<file path="config.mk">
export PLATFORM = sky130hd
export DESIGN_NAME = memcyc_ctrl
export DESIGN_NICKNAME = d
export VERILOG_FILES = /design/src/rtl/memcyc_pkg.sv /design/src/rtl/memcyc_wait_timer.sv /design/src/rtl/memcyc_seq.sv /design/src/rtl/memcyc_datapath.sv /design/src/rtl/memcyc_ctrl.sv
export SDC_FILE = /design/constraint.sdc
export NUM_CORES = 1
export LEC_CHECK = 0
export ABC_AREA = 1
export CORE_MARGIN = 8
export CORE_UTILIZATION = 42
export DETAILED_ROUTE_END_ITERATION = 12
export GPL_ROUTABILITY_DRIVEN = 0
export PLACE_DENSITY = 0.84
export SYNTH_ARGS = -nofsm -noshare
export SYNTH_HDL_FRONTEND = slang
export SYNTH_SLANG_ARGS = --single-unit
</file>
<file path="constraint.sdc">
create_clock -name clk -period 1.54 [get_ports clk]
set_clock_uncertainty 0.05 [all_clocks]
set_input_delay 0.231 -clock clk [delete_from_list [all_inputs] [get_ports clk]]
set_output_delay 0.231 -clock clk [all_outputs]
set_load 0.01 [all_outputs]
</file>
<file path="src/rtl/memcyc_pkg.sv">
package memcyc_pkg;

    typedef enum logic [2:0] {
        PH_IDLE = 3'd0,
        PH_ADDR = 3'd1,
        PH_STRB = 3'd2,
        PH_WAIT = 3'd3,
        PH_DONE = 3'd4
    } phase_e;

    typedef struct packed {
        phase_e ph;
        logic   wr;
        logic   rd_n;
        logic   wr_n;
        logic   oe;
        logic   done;
    } seq_t;

endpackage

</file>
<file path="src/rtl/memcyc_wait_timer.sv">
module memcyc_wait_timer #(
    parameter int MIN_WAIT = 2
) (
    input  logic clk,
    input  logic rst_n,
    input  logic run,
    output logic min_met
);
    localparam int CW = (MIN_WAIT < 1) ? 1 : $clog2(MIN_WAIT + 1);
    localparam int FLOOR = (MIN_WAIT < 1) ? 1 : MIN_WAIT;

    logic [CW-1:0] cnt_d, cnt_q;

    always_comb begin
        cnt_d = cnt_q;
        if (!run) begin
            cnt_d = '0;
        end else if (cnt_q != CW'(FLOOR)) begin
            cnt_d = cnt_q + 1'b1;
        end
    end

    always_ff @(posedge clk or negedge rst_n) begin
        if (!rst_n) begin
            cnt_q <= '0;
        end else begin
            cnt_q <= cnt_d;
        end
    end

    // counts completed wait cycles; the floor is reached in the cycle
    // that makes the count equal to FLOOR
    assign min_met = run && (cnt_q >= CW'(FLOOR - 1));

endmodule

</file>
<file path="src/rtl/memcyc_seq.sv">
module memcyc_seq
    import memcyc_pkg::*;
(
    input  logic clk,
    input  logic rst_n,
    input  logic req_valid,
    input  logic req_write,
    input  logic min_met,
    input  logic mem_ready,
    output logic req_ready,
    output logic accept,
    output logic in_wait,
    output logic capture,
    output logic rd_n,
    output logic wr_n,
    output logic oe,
    output logic done
);
    seq_t s_d, s_q;
    logic finish;

    assign finish = (s_q.ph == PH_WAIT) && min_met && mem_ready;

    always_comb begin
        s_d      = s_q;
        s_d.done = 1'b0;
        unique case (s_q.ph)
            PH_IDLE: begin
                if (req_valid) begin
                    s_d.ph = PH_ADDR;
                    s_d.wr = req_write;
                end
            end
            PH_ADDR: begin
                s_d.ph = PH_STRB;
                if (s_q.wr) begin
                    s_d.wr_n = 1'b0;
                end else begin
                    s_d.rd_n = 1'b0;
                end
            end
            PH_STRB: begin
                s_d.ph = PH_WAIT;
                s_d.oe = s_q.wr;
            end
            PH_WAIT: begin
                if (finish) begin
                    s_d.ph   = PH_DONE;
                    s_d.rd_n = 1'b1;
                    s_d.wr_n = 1'b1;
                    s_d.oe   = 1'b0;
                    s_d.done = 1'b1;
                end
            end
            PH_DONE: begin
                s_d.ph = PH_IDLE;
            end
            default: begin
                s_d.ph   = PH_IDLE;
                s_d.rd_n = 1'b1;
                s_d.wr_n = 1'b1;
                s_d.oe   = 1'b0;
            end
        endcase
    end

    always_ff @(posedge clk or negedge rst_n) begin
        if (!rst_n) begin
            s_q <= '{ph: PH_IDLE, wr: 1'b0, rd_n: 1'b1, wr_n: 1'b1,
                     oe: 1'b0, done: 1'b0};
        end else begin
            s_q <= s_d;
        end
    end

    assign req_ready = (s_q.ph == PH_IDLE);
    assign accept    = req_ready && req_valid;
    assign in_wait   = (s_q.ph == PH_WAIT);
    assign capture   = finish && !s_q.wr;
    assign rd_n      = s_q.rd_n;
    assign wr_n      = s_q.wr_n;
    assign oe        = s_q.oe;
    assign done      = s_q.done;

endmodule

</file>
<file path="src/rtl/memcyc_datapath.sv">
module memcyc_datapath #(
    parameter int ADDR_W = 20,
    parameter int DATA_W = 16
) (
    input  logic              clk,
    input  logic              rst_n,
    input  logic              load,
    input  logic              capture,
    input  logic [ADDR_W-1:0] req_addr,
    input  logic [DATA_W-1:0] req_wdata,
    input  logic [DATA_W-1:0] mem_din,
    output logic [ADDR_W-1:0] addr,
    output logic [DATA_W-1:0] wdata,
    output logic [DATA_W-1:0] rdata
);
    typedef struct packed {
        logic [ADDR_W-1:0] addr;
        logic [DATA_W-1:0] wdata;
        logic [DATA_W-1:0] rdata;
    } dp_t;

    dp_t d_d, d_q;

    always_comb begin
        d_d = d_q;
        if (load) begin
            d_d.addr  = req_addr;
            d_d.wdata = req_wdata;
        end
        if (capture) begin
            d_d.rdata = mem_din;
        end
    end

    always_ff @(posedge clk or negedge rst_n) begin
        if (!rst_n) begin
            d_q <= '0;
        end else begin
            d_q <= d_d;
        end
    end

    assign addr  = d_q.addr;
    assign wdata = d_q.wdata;
    assign rdata = d_q.rdata;

endmodule

</file>
<file path="src/rtl/memcyc_ctrl.sv">
module memcyc_ctrl #(
    parameter int ADDR_W   = 20,
    parameter int DATA_W   = 16,
    parameter int MIN_WAIT = 2
) (
    input  logic              clk,
    input  logic              rst_n,
    input  logic              req_valid,
    input  logic              req_write,
    input  logic [ADDR_W-1:0] req_addr,
    input  logic [DATA_W-1:0] req_wdata,
    output logic              req_ready,
    output logic              done,
    output logic [DATA_W-1:0] done_rdata,
    output logic [ADDR_W-1:0] mem_addr,
    output logic              mem_rd_n,
    output logic              mem_wr_n,
    output logic [DATA_W-1:0] mem_dout,
    output logic              mem_dout_en,
    input  logic [DATA_W-1:0] mem_din,
    input  logic              mem_ready
);
    logic accept;
    logic in_wait;
    logic capture;
    logic min_met;

    memcyc_seq u_seq (
        .clk       (clk),
        .rst_n     (rst_n),
        .req_valid (req_valid),
        .req_write (req_write),
        .min_met   (min_met),
        .mem_ready (mem_ready),
        .req_ready (req_ready),
        .accept    (accept),
        .in_wait   (in_wait),
        .capture   (capture),
        .rd_n      (mem_rd_n),
        .wr_n      (mem_wr_n),
        .oe        (mem_dout_en),
        .done      (done)
    );

    memcyc_wait_timer #(
        .MIN_WAIT (MIN_WAIT)
    ) u_timer (
        .clk     (clk),
        .rst_n   (rst_n),
        .run     (in_wait),
        .min_met (min_met)
    );

    memcyc_datapath #(
        .ADDR_W (ADDR_W),
        .DATA_W (DATA_W)
    ) u_dp (
        .clk       (clk),
        .rst_n     (rst_n),
        .load      (accept),
        .capture   (capture),
        .req_addr  (req_addr),
        .req_wdata (req_wdata),
        .mem_din   (mem_din),
        .addr      (mem_addr),
        .wdata     (mem_dout),
        .rdata     (done_rdata)
    );

endmodule

</file>
==> summary.txt, run 1 <==
Drt
  – DR pass1 iterations: 4
  – Routed vias: 2,330
  – Starting DRC count in detailed routing: 48
  – Routed wire length: 7.11 mm
  – DR WL/cell: 14.5 um
  – Vias per cell: 4.76
  – DRT antenna net count: 0
  – Residual DRC: 0

Die
  – Die Height: 95.7 um
  – Row count: 29
  – Initial Util: 42.8%
  – Num ports: 114
  – Die area: 9160 um^2
  – Core area: 6240 um^2
  – Die Width: 95.7 um

Setup path
  – Slowest-stage cell, CP: clkdlybuf4s50_1
  – Critical path's largest stage delay: 0.54 ns
  – Req. time, crit path: 1.26 ns
  – R2r setup slk: 0.11 ns
  – Worst r2r src: u_timer.cnt_q[0]$_DFFE_PN0P_
  – Buffers plus inverters on the worst setup path: 1
  – Crit-path cells: clkdlybuf4s50_1
  – FF-to-FF path depth: 8
  – Startpoint class of the critical path: register
  – WS Path Type: register to output pin
  – Critical Path Fanout Max: 2
  – Reg2reg end: u_dp.rdata[15]$_DFFE_PN0P_
  – Critical Path Sink Type: output pin
  – Crit path DAT: 1.21 ns
  – Worst path top cell family by delay: buffers and inverters

CTS
  – Clock Tree Root: clkbuf_8
  – Sink Count: 62
  – H-tree depth: 3
  – Setup bufs post-CTS: 0
  – Clk slew on worst S/H paths: 0.07 ns
  – Latest clock arrival within the worst-skew pair: 0.32 ns
  – Inserted Clock Buffers: 9
  – Clk buf depth: 2
  – CTS tree: done

Power and ir drop
  – Power Total: 7.76 mW
  – Leakage Power: 2.68 nW
  – Pwr/cell area: 1830 nW/um^2
  – Worst vdd ir: 1040 uV

Place
  – Post-Place Worst Slack: 0.0311 ns
  – Port-buffer cells: 113
  – Dpl cells: 473
  – Post-DP HPWL: 5.17 mm

Global routing
  – First-pass GRT wire length: 11.1 mm
  – Largest net degree at the start of global routing: 63
  – GRT Total Usage: 15.5%
  – Initial antenna violation count: 0
  – Grt ovf: 0
  – Vias in the first global route: 2,320

Finish
  – Syn-to-layout area delta: 58.6%
  – Post-route insts no fill: 490
  – Diodes inserted: 0
  – Nets: 467
  – Proportion of layout cells with a drive suffix above 1: 13.3%

Timing
  – Final hold violations: 0
  – Hold Slack: 0.397 ns
  – Slew @ Worst Pin: 0.320 ns
  – Final period util: 96.8%
  – RSZ-0062 raised after global routing: false
  – Fmax: 0.671 GHz
  – Final Setup Violations: 0
  – Setup TNS: 0 ns
  – Slew Limit Fails: 0
  – Clock period minus worst slack: 1.49 ns
  – Relative slew slack: 78.6%
  – Final setup margin: 0.0490 ns

Min path
  – Min-delay worst type: primary input to asynchronous set/reset pin

Yosys
  – Mean Syn Cell Area: 9.30 um^2
  – Largest family of logic cells by synthesized area: simple AND/OR/NAND/NOR gates
  – Synth Register Bits: 62
  – Mux share of post-synthesis cell area: 0.422%
  – Cell Area, Synth: 2670 um^2
  – Synth Area in Compound Gates: 5.62%
  – Syn nets: 346
  – Adder-cell area share of the yosys netlist: 0.937%
  – YS warnings: 0
  – Sequential area share after synthesis: 58.2%
  – Synth Area in Simple Gates: 26.1%
  – Gate Count Post-Synth: 287
  – Post-synthesis xor/xnor area fraction: 0.328%
  – Post-synth cell types: 20

Flow run
  – MaxCap Viol Count: 0

Run status
  – Status: finished, final reports clean
[cell usage in the layout, fill, tap and decap left out, types with 8 or more instances in the layout]
cell               n
nand2_1          101
dfrtp_1           60
clkdlybuf4s50_1   58
dlymetal6s2s_1    45
nand3_1           44
inv_1             25
o21ai_2           16
clkbuf_8          12
nor2_1            10
dlygate4sd2_1      8
buf_4              8
[kinds of logic after synthesis]
logic type / Yosys count
compound gates: 18
xor+xnor: 1
fa+ha+maj: 2
buf+inv: 42
flops: 62
mux: 1
simple gates: 161
[per-layer routing]
layer / track usage (%) / part of all wire [%] / up-vias
met4: 6.53 / 1.4 / 0
met3: 6.08 / 9.3 / 8
met2: 25.1 / 50 / 80
li1: - / - / 1137
met5: 0 / 0 / -
met1: 18.1 / 39 / 1105
[where the power goes]
part | switching [mW] | internal (mW) | leakage, nW
combinational | 1.72 | 1.65 | 1.78
sequential | 0.382 | 2.36 | 0.785
clock | 0.603 | 1.04 | 0.120
[synth_stat cells, drive strengths merged]
master    n  area [um^2]
a21oi     1         5.00
o21ai    17          145
nand3    45          238
dfrtp    60         1500
xor2      1         8.76
mux2      1         11.3
ha        2         25.0
nand2   104          398
inv      26         97.6
dfstp     2         52.6
buf      16          128
nor2     12         60.1
[metrics by stage]
stage	cell area (um^2)	utilization [%]
final	4230	67.8
after global routing	4230	67.8
after CTS	4110	65.9
after detailed placement	3880	62.2
after global placement	3880	62.2
after floorplan	2670	-
[tightest hold or removal path: stages]
cell           delay, ns
dlygate4sd3_1       0.52
buf_2               0.12
buf_12              0.30
[worst max-delay path by stage]
stage          depth (start not counted)                          from                    endpoint  slack [ns]
6_report                               1     u_dp.wdata[2]$_DFFE_PN0P_                 mem_dout[2]        0.05
4_1_cts                                1     u_dp.wdata[0]$_DFFE_PN0P_                 mem_dout[0]      0.0006
5_1_grt                                1    u_dp.wdata[14]$_DFFE_PN0P_                mem_dout[14]       0.002
2_1_floorplan                          7  u_timer.cnt_q[0]$_DFFE_PN0P_  u_dp.rdata[11]$_DFFE_PN0P_        0.14
3_3_place_gp                           8                     mem_ready   u_dp.rdata[9]$_DFFE_PN0P_        0.04
3_5_place_dp                           8                     mem_ready   u_dp.rdata[4]$_DFFE_PN0P_        0.03
[flip-flops by register name (all words and copies together), names as in the netlist]
signal	count
u_dp.addr	20
u_dp.rdata	16
u_dp.wdata	16
u_seq.s_q	4
u_timer.cnt_q	2
u_seq.done	1
u_seq.oe	1
u_seq.rd_n	1
u_seq.wr_n	1
[area by class of cell]
type | instances | area (um^2)
clock buffers | 13 | 169
multi-input cells | 183 | 896
clock inverters | 3 | 65.1
well taps | 77 | 96.3
flip-flops and latches | 62 | 1550
repair buffers | 126 | 1360
fillers | 521 | 2010
inverters | 26 | 97.6
[timing repair]
item / CTS / global route
cloned: 0 / 0
gates resized for setup: 10 / 49
endpoints found under the hold margin: 60 / 0
pin swaps: 0 / 0
hold buffers: 1 / 0
endpoints found under the setup margin: 9 / 71
Note: power is estimated with default switching activity, not from simulation.
==> run 2, diff against run 1 <==
--- a/config.mk
+++ b/config.mk
@@ -6,6 +6,7 @@
 export NUM_CORES = 1
 export LEC_CHECK = 0
 export ABC_AREA = 1
+export CAP_MARGIN = 20
 export CORE_MARGIN = 8
 export CORE_UTILIZATION = 42
 export DETAILED_ROUTE_END_ITERATION = 12
==> results of run 2 <==
No change in the layout: final DEF, timing and power equal those of run 1.
